**config.mk**
```make
export PLATFORM = sky130hd
export DESIGN_NAME = irq_group_combiner
export DESIGN_NICKNAME = d
export VERILOG_FILES = /design/src/rtl/irqc_pkg.sv /design/src/rtl/irqc_bank.sv /design/src/rtl/irqc_rdmux.sv /design/src/rtl/irq_group_combiner.sv
export SDC_FILE = /design/constraint.sdc
export NUM_CORES = 1
export LEC_CHECK = 0
export BUFFER_PORTS_ARGS = -buffer_cell sky130_fd_sc_hd__buf_2
export CORE_MARGIN = 5
export CORE_UTILIZATION = 45
export CTS_CLUSTER_DIAMETER = 30
export CTS_CLUSTER_SIZE = 28
export DETAILED_ROUTE_END_ITERATION = 8
export PLACE_DENSITY_LB_ADDON = 0.1
export SLEW_MARGIN = 15
export SYNTH_ARGS = -nofsm -noshare
export SYNTH_HDL_FRONTEND = slang
export SYNTH_SLANG_ARGS = --single-unit
```
**constraint.sdc**
```tcl
create_clock -name clk -period 3.1 [get_ports clk]
set_clock_uncertainty 0.15 [all_clocks]
set_input_delay 0.775 -clock clk [delete_from_list [all_inputs] [get_ports clk]]
set_output_delay 0.775 -clock clk [all_outputs]
set_load 0.005 [all_outputs]
```
**src/rtl/irqc_pkg.sv**
```systemverilog
package irqc_pkg;
  localparam int LANE_W  = 8;
  localparam int GRP_PER_BANK = 4;
  localparam int REG_W   = LANE_W * GRP_PER_BANK;

  typedef enum logic [1:0] {
    REG_SET  = 2'd0,
    REG_CLR  = 2'd1,
    REG_RSVD = 2'd2,
    REG_STAT = 2'd3
  } reg_sel_e;

  function automatic int banks_for(input int groups);
    return (groups + GRP_PER_BANK - 1) / GRP_PER_BANK;
  endfunction
endpackage

```
**src/rtl/irqc_bank.sv**
```systemverilog
module irqc_bank
  import irqc_pkg::*;
(
  input  logic                    clk,
  input  logic                    rst,
  input  logic                    set_we,
  input  logic                    clr_we,
  input  logic [REG_W-1:0]        wdata,
  input  logic [REG_W-1:0]        src,
  output logic [REG_W-1:0]        en_q,
  output logic [REG_W-1:0]        stat_q,
  output logic [GRP_PER_BANK-1:0] irq_q
);
  always_ff @(posedge clk) begin
    if (rst) begin
      en_q   <= '0;
      stat_q <= '0;
    end else begin
      if (set_we)      en_q <= en_q | wdata;
      else if (clr_we) en_q <= en_q & ~wdata;
      stat_q <= src;
    end
  end

  for (genvar l = 0; l < GRP_PER_BANK; l++) begin : g_lane
    always_ff @(posedge clk) begin
      if (rst) irq_q[l] <= 1'b0;
      else     irq_q[l] <= |(src[l*LANE_W +: LANE_W] & en_q[l*LANE_W +: LANE_W]);
    end
  end
endmodule

```
**src/rtl/irqc_rdmux.sv**
```systemverilog
module irqc_rdmux
  import irqc_pkg::*;
#(
  parameter int NUM_BANKS = 4,
  parameter int BANK_W    = 4
) (
  input  logic                       clk,
  input  logic                       rst,
  input  logic                       rd,
  input  logic [BANK_W-1:0]          bank_idx,
  input  reg_sel_e                   sel,
  input  logic [NUM_BANKS*REG_W-1:0] en_all,
  input  logic [NUM_BANKS*REG_W-1:0] stat_all,
  output logic [REG_W-1:0]           rdata
);
  logic [REG_W-1:0] rd_next;

  always_comb begin
    rd_next = '0;
    for (int b = 0; b < NUM_BANKS; b++) begin
      if (bank_idx == BANK_W'(b)) begin
        case (sel)
          REG_SET, REG_CLR: rd_next = en_all[b*REG_W +: REG_W];
          REG_STAT:         rd_next = stat_all[b*REG_W +: REG_W];
          default:          rd_next = '0;
        endcase
      end
    end
  end

  always_ff @(posedge clk) begin
    if (rst)     rdata <= '0;
    else if (rd) rdata <= rd_next;
  end
endmodule

```
**src/rtl/irq_group_combiner.sv**
```systemverilog
module irq_group_combiner
  import irqc_pkg::*;
#(
  parameter int NUM_GROUPS = 16,
  parameter int ADDR_W     = 8
) (
  input  logic                         clk,
  input  logic                         rst,
  input  logic [NUM_GROUPS*LANE_W-1:0] src_i,
  input  logic                         bus_wr,
  input  logic                         bus_rd,
  input  logic [ADDR_W-1:0]            bus_addr,
  input  logic [REG_W-1:0]             bus_wdata,
  output logic [REG_W-1:0]             bus_rdata,
  output logic [NUM_GROUPS-1:0]        grp_irq
);
  localparam int NUM_BANKS = banks_for(NUM_GROUPS);
  localparam int NG_R      = NUM_BANKS * GRP_PER_BANK;
  localparam int BANK_W    = ADDR_W - 4;

  logic [BANK_W-1:0]            bank_idx;
  reg_sel_e                     sel;
  logic [NG_R*LANE_W-1:0]       src_pad;
  logic [NUM_BANKS*REG_W-1:0]   en_all;
  logic [NUM_BANKS*REG_W-1:0]   stat_all;
  logic [NG_R-1:0]              irq_all;

  assign bank_idx = bus_addr[ADDR_W-1:4];
  assign sel      = reg_sel_e'(bus_addr[3:2]);

  always_comb begin
    src_pad = '0;
    src_pad[NUM_GROUPS*LANE_W-1:0] = src_i;
  end

  for (genvar b = 0; b < NUM_BANKS; b++) begin : g_bank
    logic hit;
    assign hit = bus_wr && (bank_idx == BANK_W'(b));

    irqc_bank u_bank (
      .clk    (clk),
      .rst    (rst),
      .set_we (hit && (sel == REG_SET)),
      .clr_we (hit && (sel == REG_CLR)),
      .wdata  (bus_wdata),
      .src    (src_pad[b*REG_W +: REG_W]),
      .en_q   (en_all[b*REG_W +: REG_W]),
      .stat_q (stat_all[b*REG_W +: REG_W]),
      .irq_q  (irq_all[b*GRP_PER_BANK +: GRP_PER_BANK])
    );
  end

  irqc_rdmux #(
    .NUM_BANKS (NUM_BANKS),
    .BANK_W    (BANK_W)
  ) u_rdmux (
    .clk      (clk),
    .rst      (rst),
    .rd       (bus_rd),
    .bank_idx (bank_idx),
    .sel      (sel),
    .en_all   (en_all),
    .stat_all (stat_all),
    .rdata    (bus_rdata)
  );

  assign grp_irq = irq_all[NUM_GROUPS-1:0];
endmodule

```
=== Word level (Yosys, flattened, before mapping) ===
Index checks and enable logic that the tools add are counted.

* Eq/ne operators: 5
* Multiplexer cells: 16
* Bitwise gates (word level): 25
* Reductions and logical operators: 35

{| class="wikitable"
|+ Operators by type and width
! kind !! number
|-
| $mux 32 || 12
|-
| $pmux 32 s2 || 4
|-
| $and 32x32->32 || 4
|-
| $and 8x8->8 || 16
|-
| $or 32x32->32 || 4
|-
| $reduce_or 8->1 || 16
|-
| $not 32->32 || 1
|-
| $logic_and 1x1->1 || 12
|-
| $eq 4x2->1 const B || 2
|-
| $reduce_bool 2->1 || 4
|-
| $eq 4x1->1 const B || 1
|-
| $logic_not 4->1 || 1
|-
| $eq 2x1->1 const B || 1
|-
| $eq 2x2->1 const B || 1
|-
| $logic_not 2->1 || 1
|-
| $reduce_or 2->1 || 1
|}

* Register bits after elaboration: 304
* Input bits: 172
* Output and inout bits: 48
* Logic and storage cells: 106

=== Depth between registers and ports, before layout ===
Gate-level depths: netlist of run 1.

* Word-level depth: 7
* Depth in mapped cells: 7
* Mapped depth without buffers: 4

=== By module ===
From an unflattened synthesis of run 1, not the netlist that was laid out.

* Cell total of the unflattened synthesis: 1,309
* Area, all modules: 13,281.5 µm²

{| class="wikitable"
|+ By module, submodules not included
! module !! times used !! cells each !! area an instance (µm²) !! sequential area each (µm²)
|-
| irqc_bank || 4 || 229 || 2,519.9 || 1,361.3
|-
| irqc_rdmux || 1 || 381 || 3,109.2 || 640.6
|-
| irq_group_combiner || 1 || 12 || 92.6 || 0.0
|}

=== Least setup slack after synthesis of run 1 ===
Ideal clock, no wire load.

* Kind: input to register
* Start: input bus_addr[5]
* End: register (tool-made name)
* Setup time: 89 ps
* Data arrival time: 2,154 ps
* Required time: 2,861 ps
* Setup slack: 707 ps
* Stages: 7
* Path buffers: 3
* Cells stage by stage: buf_6 or4b_1 buf_2 nor2_8 buf_6 a21oi_2 a311oi_2

{| class="wikitable"
|+ RTL lines
! element !! line !! source
|-
| start, declared || irq_group_combiner.sv:12 || <nowiki>input logic [ADDR_W-1:0] bus_addr,</nowiki>
|}

==> metrics.txt, run 1 <==
Residual DRC 0; Max transition margin 64.3%; highest metal layer used by the detailed router met5; aggregate global routing overflow 0; list of cells traversed by the critical path buf_2, or3_1, nor3_4, buf_4, a21oi_1, a311oi_1; start-to-end type of the worst setup path input port to register; total via count in the routed design 11,877; crit start category input port; TNS Setup 0 ns; clock tree from TritonCTS built; distinct cell type count after synthesis 37; number of global-route vias before repair 10,956; pin count of the biggest net entering global routing 72; worst IR drop on VDD 409 uV; data required time of the critical path 3.41 ns; MaxCap Viol Count 0; number of top-level pins 220; Final Hold Violating Endpoints 0; maximum fanout encountered on the critical timing path 32; most common cell after layout, fill and taps aside sky130_fd_sc_hd__dfxtp_1; routed length on met1 21,500 microns; Gate Count Post-Synth 1,369; WL final 43,200 microns; number of nets at the end of the flow 1,681; starting utilization of the core area 45.4%; highest cell delay on the worst timing path 0.59 ns; async set-reset flop share out of synthesis 0%; per-instance average area after synthesis 9.47 sq um; slew at the pin closest to its max-slew limit 0.535 ns; Die Y-Extent 180 microns; core outline area 0.0285 sq mm; outcome completed; Inserted Clock Buffers 61; Synth Net Count 1,541; final worst path period need 2.21 ns; number of levels the H-tree was split into 2; Final ANT Viol Nets 0; min-delay worst type input port to register; setup bufs post-CTS 0; EDFF count, synth 0; proportion of layout cells with a drive suffix above 1 25.7%; initial antenna violation count 11; final count of pins violating max slew 0; number of gates resized after cts 0; power per unit of standard cell area 715 mW/mm^2; Final Cycle Share 71.3%; area share of the leading cell type in the synthesized netlist 47.0%; highest-count cells in the layout ignoring fill and taps 304 x sky130_fd_sc_hd__dfxtp_1, 215 x sky130_fd_sc_hd__buf_2, 170 x sky130_fd_sc_hd__a21oi_1; layout-stage area growth over the synthesis result 26.3%; count of warnings emitted by yosys 0; x dimension of the die 180 microns; Detail Route met2 WL 17,100 microns; fraction of the yosys area taken by sequential cells 47.0%; insertion delay to the later sink of the worst-skew pair 0.57 ns; leakage power 6.20 nW; cell with the biggest individual delay on the critical path sky130_fd_sc_hd__or3_1; unrepaired setup endpoints after global routing false; worst path setup slack after routing 0.890 ns; met3 layer wire length in the routed design 3790 microns; Avg Vias per Cell 6.10; top area cells in the synthesized netlist sky130_fd_sc_hd__dfxtp_1 47%, sky130_fd_sc_hd__a311oi_1 7.3%, sky130_fd_sc_hd__a21oi_1 6.6%; GR Util All Layers 25.2%; top cell type by total area after synthesis sky130_fd_sc_hd__dfxtp_1; netlist area before placement 0.0130 sq mm; Worst path top cell family by delay simple AND/OR/NAND/NOR gates; Starting DRT DRC Count 1,363; DP Wirelength 28,500 microns; last weighted congestion value of the routability-driven placer 0.877; kind of capture point of the worst setup path register; Post-CTS Hold Buffers 0; Root Buffer Master sky130_fd_sc_hd__clkbuf_16; wire length of the first global-routing pass 66,200 microns; flops & latches, synth 304; clock-pin transition on the worst setup and hold timing paths 0.05 ns; row count 62; Port-buffer cells 217; buffering stage count on the worst path with inverters included 2; worst path arrival time 2.52 ns; First-pass DRT Iterations 7; die outline area 0.0323 sq mm; Post-synth top flop sky130_fd_sc_hd__dfxtp_1; worst reg-to-reg setup slack 1.71 ns; clock sink count 304; post-DR wirelength/cell 22.2 microns; largest buffer count on any clock path 3; highest clock rate 453 MHz; worst slack at placement 0.342 ns; endpoints failing setup 0; number of filler cells placed in the layout 2,626
## synthesized netlist by cell type, types with 2 or more instances
library cell / number
sky130_fd_sc_hd__buf_1: 11
sky130_fd_sc_hd__a311oi_2: 20
sky130_fd_sc_hd__or4b_1: 2
sky130_fd_sc_hd__o21ai_0: 31
sky130_fd_sc_hd__nor2_1: 64
sky130_fd_sc_hd__buf_2: 22
sky130_fd_sc_hd__and3_1: 90
sky130_fd_sc_hd__nand2_1: 2
sky130_fd_sc_hd__a21oi_2: 20
sky130_fd_sc_hd__clkbuf_1: 110
sky130_fd_sc_hd__a22o_1: 31
sky130_fd_sc_hd__nand2b_1: 2
sky130_fd_sc_hd__a22oi_1: 67
sky130_fd_sc_hd__o22ai_1: 32
sky130_fd_sc_hd__nor2b_1: 128
sky130_fd_sc_hd__a41oi_1: 16
sky130_fd_sc_hd__buf_6: 16
sky130_fd_sc_hd__a21oi_1: 170
sky130_fd_sc_hd__a221oi_1: 33
sky130_fd_sc_hd__a211oi_1: 30
sky130_fd_sc_hd__a311oi_1: 108
sky130_fd_sc_hd__buf_4: 16
sky130_fd_sc_hd__dfxtp_1: 304
sky130_fd_sc_hd__nor4_1: 31
## logic make-up after synthesis
family / count (synthesis) / synth area share [%]
buffers and inverters: 177 / 6.73
AO/OA/AOI/OAI: 560 / 31.4
AND/OR/NAND/NOR: 327 / 14.8
flip-flops: 304 / 47.0
multiplexers: 1 / 0.0772
## report_power, final
part / internal [mW] / switching, mW / leakage [nW]
Clock: 4.71 / 2.09 / 1.04
Sequential: 4.05 / 0.0473 / 2.49
Combinational: 0.305 / 0.506 / 2.66
Total: 9.07 / 2.64 / 6.20
## routing by layer
metal / vias to the layer above / global-route usage [%]
met5: - / 0
met3: 59 / 5.34
li1: 5549 / -
met2: 579 / 31.8
met4: 2 / 7.68
met1: 5688 / 41.5
## layout make-up
class	count	area (sq um)	share of cell area, %
sequential	304	6090	37.2
tap	384	480	2.94
inverter	2	8.76	0.0535
antenna	10	25.0	0.153
multi-input combinational	888	6020	36.8
timing repair buffer	252	1580	9.64
clock inverter	25	390	2.39
clock buffer	83	1780	10.9
## worst paths after layout
kind                from                          to  depth (start not counted)
max          bus_addr[4]                    register                          6
min            src_i[40]  g_bank[1].u_bank.stat_q[8]                          2
max reg2reg     register           u_rdmux.rdata[12]                          3
min reg2reg     register                    register                          2
## per-stage QoR
| stage | std cells | total power, mW | utilization [%] | hold WS (ns) | area, sq um |
|---|---|---|---|---|---|
| 2_1_floorplan | 1369 | 4.63 | - | 0.354 | 13000 |
| 3_3_place_gp | 1830 | 4.96 | 49.6 | 0.367 | 14200 |
| 3_5_place_dp | 1830 | 4.97 | 49.6 | 0.376 | 14200 |
| 4_1_cts | 1938 | 11.8 | 57.2 | 0.263 | 16300 |
| 5_1_grt | 1948 | 12.1 | 57.3 | 0.278 | 16400 |
| 6_report | 1948 | 11.7 | 57.3 | 0.281 | 16400 |
(Power assumes the default switching activity.)
==> run 2: changes to the inputs <==
==> constraint.sdc (replaced) <==
create_clock -name clk -period 2.2 [get_ports clk]
set_clock_uncertainty 0.15 [all_clocks]
set_input_delay 0.55 -clock clk [delete_from_list [all_inputs] [get_ports clk]]
set_output_delay 0.55 -clock clk [all_outputs]
set_load 0.005 [all_outputs]
==> metrics.txt, run 2 (synthesis gave the netlist of run 1 again) <==
insertion delay to the later sink of the worst-skew pair 0.56 ns (was 0.57 ns); worst path arrival time 2.13 ns (was 2.52 ns); outcome completed (unchanged); GR Util All Layers 25.5% (was 25.2%); power per unit of standard cell area 1030 mW/mm^2 (was 715 mW/mm^2); final worst path period need 1.85 ns; starting utilization of the core area 45.4% (unchanged); Max transition margin 69.7% (was 64.3%); number of top-level pins 220 (unchanged); MaxCap Viol Count 0 (unchanged); Die Y-Extent 180 microns (unchanged); clock sink count 304 (unchanged); leakage power 6.64 nW (was 6.20 nW); cell depth of the worst setup path 7 (was 6); last weighted congestion value of the routability-driven placer 0.886 (was 0.877); final design area excluding fillers 0.0171 sq mm (was 0.0164 sq mm); die outline area 0.0323 sq mm (unchanged); worst IR drop on VDD 492 uV (was 409 uV); crit start category input port (unchanged); aggregate global routing overflow 0 (unchanged); setup bufs post-CTS 0 (unchanged); clock group share of total power 60.4% (was 58.1%); slew at the pin closest to its max-slew limit 0.454 ns (was 0.535 ns); list of cells traversed by the critical path buf_2, or4b_1, buf_4, buf_12, a211oi_1, nor4_1, a22o_1 (was buf_2, or3_1, nor3_4, buf_4, a21oi_1, a311oi_1); number of levels the H-tree was split into 3 (was 2); core outline area 0.0285 sq mm (unchanged); kind of capture point of the worst setup path register (unchanged); initial antenna violation count 7 (was 11); Port-buffer cells 217 (unchanged); maximum fanout encountered on the critical timing path 13 (was 32); Worst path top cell family by delay simple AND/OR/NAND/NOR gates (unchanged); highest clock rate 541 MHz; worst slack at placement -0.152 ns (was 0.342 ns); worst path setup slack after routing 0.350 ns (was 0.890 ns); R2R cell count 4 (was 3); Final Cycle Share 84.1%; Net Sw Power 4.10 mW (was 2.64 mW); Final Hold Violating Endpoints 0 (unchanged); endpoints failing setup 0 (unchanged); wire length of the first global-routing pass 67,000 microns (was 66,200 microns); cell with the biggest individual delay on the critical path sky130_fd_sc_hd__or4b_1 (was sky130_fd_sc_hd__or3_1); data required time of the critical path 2.48 ns (was 3.41 ns); Final ANT Viol Nets 0 (unchanged); Starting DRT DRC Count 1,403 (was 1,363); utilization after layout 59.9% (was 57.3%); highest cell delay on the worst timing path 0.52 ns (was 0.59 ns); WL final 43,300 microns (was 43,200 microns); cell area after placement 0.0146 sq mm (was 0.0142 sq mm); min-delay worst type input port to register (unchanged); proportion of layout cells with a drive suffix above 1 29.0% (was 25.7%); Residual DRC 0 (unchanged); x dimension of the die 180 microns (unchanged); clock-pin transition on the worst setup and hold timing paths 0.05 ns (about the same); highest-count cells in the layout ignoring fill and taps 304 x sky130_fd_sc_hd__dfxtp_1, 215 x sky130_fd_sc_hd__buf_2, 170 x sky130_fd_sc_hd__a21oi_1 (unchanged); most common cell after layout, fill and taps aside sky130_fd_sc_hd__dfxtp_1 (unchanged); switching share of total power 23.3% (was 22.5%); start-to-end type of the worst setup path input port to register (unchanged); number of global-route vias before repair 11,454 (was 10,956); buffering stage count on the worst path with inverters included 3 (was 2); number of stages on the worst hold path 2 (unchanged); pin count of the biggest net entering global routing 95 (was 72); Inserted Clock Buffers 69 (was 61); total via count in the routed design 12,113 (was 11,877); Post-CTS Hold Buffers 0 (unchanged); Avg Vias per Cell 6.01 (was 6.10); post-DR wirelength/cell 21.5 microns (was 22.2 microns); row count 62 (unchanged); Root Buffer Master sky130_fd_sc_hd__clkbuf_16 (unchanged); largest buffer count on any clock path 3 (unchanged); First-pass DRT Iterations 6 (was 7); unrepaired setup endpoints after global routing false (unchanged); Internal Power 13.5 mW (was 9.07 mW); DP Wirelength 29,600 microns (was 28,500 microns); TNS Setup 0 ns (unchanged); total power of the final layout 17.6 mW (was 11.7 mW); number of nets at the end of the flow 1,742 (was 1,681); final count of pins violating max slew 0 (unchanged); clock tree from TritonCTS built (unchanged); number of gates resized after cts 0 (unchanged); layout-stage area growth over the synthesis result 32.0% (was 26.3%); proportion of power drawn by combinational gates 6.8% (was 6.9%); part of the power in registers 32.9% (was 35.0%)
==> run 2: cell count changes in the layout (fill, tap and decap cells not counted), moves of 3 or more <==
cell	before	now
sky130_fd_sc_hd__buf_4	18	65
sky130_fd_sc_hd__clkinv_2	4	18
sky130_fd_sc_hd__clkbuf_16	63	70
sky130_fd_sc_hd__buf_12	17	23
sky130_fd_sc_hd__clkbuf_8	13	8
sky130_fd_sc_hd__clkinv_8	0	3
sky130_fd_sc_hd__clkinvlp_4	7	4
==> run 2: worst register-to-register path, stage by stage, from the launching register on <==
cell	delay (ns)
sky130_fd_sc_hd__dfxtp_1	0.33
sky130_fd_sc_hd__a221oi_1	0.28
sky130_fd_sc_hd__o22ai_1	0.18
sky130_fd_sc_hd__buf_4	0.19
sky130_fd_sc_hd__a22o_1	0.17
==> run 2: power groups by stage <==
| stage | clock network, mW | registers [mW] | logic (mW) |
|---|---|---|---|
| final | 10.6 | 5.78 | 1.19 |
| after CTS | 10.7 | 5.78 | 1.18 |
| after floorplan | 0 | 5.86 | 0.669 |
| after global routing | 11.1 | 5.79 | 1.29 |
| after detailed placement | 0 | 5.87 | 1.17 |
| after global placement | 0 | 5.87 | 1.16 |
==> run 2: metrics by stage <==
stage,cells,hold WS [ns]
6_report,2017,0.0709
5_1_grt,2016,0.0687
4_1_cts,2009,0.0558
3_5_place_dp,1883,0.378
3_3_place_gp,1883,0.364
2_1_floorplan,1369,0.354
==> run 2: per-layer routing <==
layer  global-route usage (%)  vias to the layer above  wire length, microns
met2                     33.7                      584                 17500
met3                     6.39                       55                  4370
li1                         -                     5708                     -
met1                     40.6                     5766                 20700
met4                     7.22                        0                   674
met5                        0                        -                     0
==> run 2: area by class of cell <==
class,instances,area [sq um]
Fill cell,2534,11400
Sequential cell,304,6090
Multi-Input combinational cell,888,6020
Timing Repair Buffer,305,2050
Clock buffer,84,1880
Clock inverter,42,557
Tap cell,384,480
Antenna cell,8,20.0
Inverter,2,8.76
==> run 2: worst paths after layout <==
path,start,end,slack (ns)
worst max-delay path,bus_addr[4],u_rdmux.rdata[19],0.35
worst min-delay path,src_i[34],g_bank[1].u_bank.stat_q[2],0.07
worst max register to register,register,u_rdmux.rdata[18],0.78
worst min register to register,register,register,0.38
==> run 3: changes to the inputs <==
==> constraint.sdc (replaced) <==
create_clock -name clk -period 1.55 [get_ports clk]
set_clock_uncertainty 0.15 [all_clocks]
set_input_delay 0.3875 -clock clk [delete_from_list [all_inputs] [get_ports clk]]
set_output_delay 0.3875 -clock clk [all_outputs]
set_load 0.005 [all_outputs]
==> metrics.txt, run 3 (synthesis gave the netlist of run 1 again) <==
outcome finished with violations (was completed); violations in the final reports setup timing; layout-stage area growth over the synthesis result 52.2% (was 32.0%); Inserted Clock Buffers 61 (was 69); Max transition margin 71.1% (was 69.7%); crit start category register (was input port); buffering stage count on the worst path with inverters included 1 (was 3); GR Util All Layers 27.7% (was 25.5%); most common cell after layout, fill and taps aside sky130_fd_sc_hd__dfxtp_1 (unchanged); list of cells traversed by the critical path buf_6 (was buf_2, or4b_1, buf_4, buf_12, a211oi_1, nor4_1, a22o_1); Starting DRT DRC Count 1,593 (was 1,403); Placed Cells 1,916 (was 1,883); switching share of total power 22.0% (was 23.3%); final worst path period need 1.55 ns; data required time of the critical path 1.01 ns (was 2.48 ns); die outline area 0.0323 sq mm (unchanged); proportion of power drawn by combinational gates 8.7% (was 6.8%); First-pass DRT Iterations 5 (was 6); insertion delay to the later sink of the worst-skew pair 0.57 ns (was 0.56 ns); last weighted congestion value of the routability-driven placer 0.849 (was 0.886); aggregate global routing overflow 0 (unchanged); Final ANT Viol Nets 0 (unchanged); Residual DRC 0 (unchanged); highest cell delay on the worst timing path 0.35 ns (was 0.52 ns); number of global-route vias before repair 12,238 (was 11,454); starting utilization of the core area 45.4% (unchanged); slew at the pin closest to its max-slew limit 0.433 ns (was 0.454 ns); clock-pin transition on the worst setup and hold timing paths 0.05 ns (about the same); highest-count cells in the layout ignoring fill and taps 264 x sky130_fd_sc_hd__dfxtp_1, 187 x sky130_fd_sc_hd__buf_2, 138 x sky130_fd_sc_hd__dlygate4sd3_1 (was 304 x sky130_fd_sc_hd__dfxtp_1, 215 x sky130_fd_sc_hd__buf_2, 170 x sky130_fd_sc_hd__a21oi_1); Port-buffer cells 217 (unchanged); Root Buffer Master sky130_fd_sc_hd__clkbuf_16 (unchanged); maximum fanout encountered on the critical timing path 2 (was 13); Net Sw Power 5.59 mW (was 4.10 mW); start-to-end type of the worst setup path register to output pin (was input port to register); WL final 48,200 microns (was 43,300 microns); utilization after layout 69.1% (was 59.9%); unrepaired setup endpoints after global routing true (was false); largest buffer count on any clock path 3 (unchanged); Final Hold Violating Endpoints 0 (unchanged); number of top-level pins 220 (unchanged); highest clock rate 644 MHz; number of cells in the finished layout apart from fillers 2,198 (was 2,017); Die Y-Extent 180 microns (unchanged); total power of the final layout 25.4 mW (was 17.6 mW); row count 62 (unchanged); min-delay worst type input port to register (unchanged); x dimension of the die 180 microns (unchanged); cell with the biggest individual delay on the critical path sky130_fd_sc_hd__dfxtp_2 (was sky130_fd_sc_hd__or4b_1); wire length of the first global-routing pass 72,300 microns (was 67,000 microns); MaxCap Viol Count 0 (unchanged); clock tree from TritonCTS built (unchanged); number of nets at the end of the flow 1,927 (was 1,742); post-DR wirelength/cell 21.9 microns (was 21.5 microns); Final Cycle Share 100%; DP Wirelength 31,400 microns (was 29,600 microns); worst hold slack 0.0195 ns (was 0.0709 ns); pin count of the biggest net entering global routing 56 (was 95); worst path arrival time 1.02 ns (was 2.13 ns); number of levels the H-tree was split into 2 (was 3); Avg Vias per Cell 5.93 (was 6.01); total via count in the routed design 13,024 (was 12,113); endpoints failing setup 2 (was 0); kind of capture point of the worst setup path output pin (was register); initial antenna violation count 6 (was 7); Internal Power 19.9 mW (was 13.5 mW); worst path setup slack after routing -0.00261 ns (was 0.350 ns); leakage power 7.81 nW (was 6.64 nW); part of the power in registers 32.3% (was 32.9%); proportion of layout cells with a drive suffix above 1 35.1% (was 29.0%); Worst path top cell family by delay flip-flops (was simple AND/OR/NAND/NOR gates); core outline area 0.0285 sq mm (unchanged); clock sink count 304 (unchanged); power per unit of standard cell area 1290 mW/mm^2 (was 1030 mW/mm^2); final count of pins violating max slew 0 (unchanged); clock group share of total power 59.0% (was 60.4%); worst IR drop on VDD 976 uV (was 492 uV)
## run 3: cell count changes in the layout (fill, tap and decap cells not counted), moves of 19 or more
| cell | previous run | this run |
|---|---|---|
| sky130_fd_sc_hd__buf_6 | 1 | 32 |
| sky130_fd_sc_hd__buf_12 | 23 | 42 |
| sky130_fd_sc_hd__a211oi_2 | 0 | 29 |
| sky130_fd_sc_hd__dlygate4sd3_1 | 0 | 138 |
| sky130_fd_sc_hd__buf_2 | 215 | 187 |
| sky130_fd_sc_hd__a21oi_2 | 20 | 59 |
| sky130_fd_sc_hd__buf_4 | 65 | 96 |
| sky130_fd_sc_hd__dfxtp_1 | 304 | 264 |
| sky130_fd_sc_hd__a211oi_1 | 30 | 1 |
| sky130_fd_sc_hd__a21oi_1 | 170 | 130 |
| sky130_fd_sc_hd__dfxtp_2 | 0 | 40 |
## run 3: final cells by class
cell class	count	area (sq um)
tap	384	480
inverter	2	10.0
clock buffer	82	1790
sequential	304	6140
clock inverter	34	606
antenna	6	15.0
fill	2168	8820
multi-input combinational	888	6370
timing repair buffer	498	4320
## run 3: timing repair
action,in CTS,in global routing
pin swaps,2,9
endpoints found under the setup margin,43,105
hold buffers,138,0
setup buffers,6,14
endpoints found under the hold margin,137,0
gates cloned,1,2
gates resized for setup,49,38
## run 3: through the flow
stage	TNS (ns)	area [sq um]	setup WS [ns]
after floorplan	-46.49	13400	-0.370
after global placement	-73.87	15400	-0.574
after detailed placement	-77.34	15400	-0.624
after CTS	-0.207	19400	-0.0253
after global routing	-0.652	19700	-0.0285
final	-0.00316	19700	-0.00261
## run 3: path summary, 6_finish.rpt
path,to,from,depth (start not counted),slack [ns]
setup / recovery,bus_rdata[11],u_rdmux.rdata[11],1,-0.003
hold / removal,register,bus_wdata[16],2,0.02
setup reg to reg,u_rdmux.rdata[24],g_bank[1].u_bank.stat_q[24],5,0.11
hold reg to reg,register,register,2,0.36
## run 3: routing by layer
metal | global-route usage, % | up-vias | part of all wire, %
li1 | - | 6055 | -
met1 | 44.1 | 6237 | 49
met2 | 37.6 | 658 | 41
met3 | 4.95 | 74 | 8.2
met4 | 8.11 | 0 | 2.3
met5 | 0 | - | 0
## run 3: power by group through the flow
stage,logic [mW],registers [mW],clock network [mW]
floorplan,0.995,8.32,0
CTS,2.11,8.21,15.1
detailed placement,1.80,8.34,0
global placement,1.78,8.34,0
global route,2.37,8.23,15.5
finish,2.22,8.22,15.0
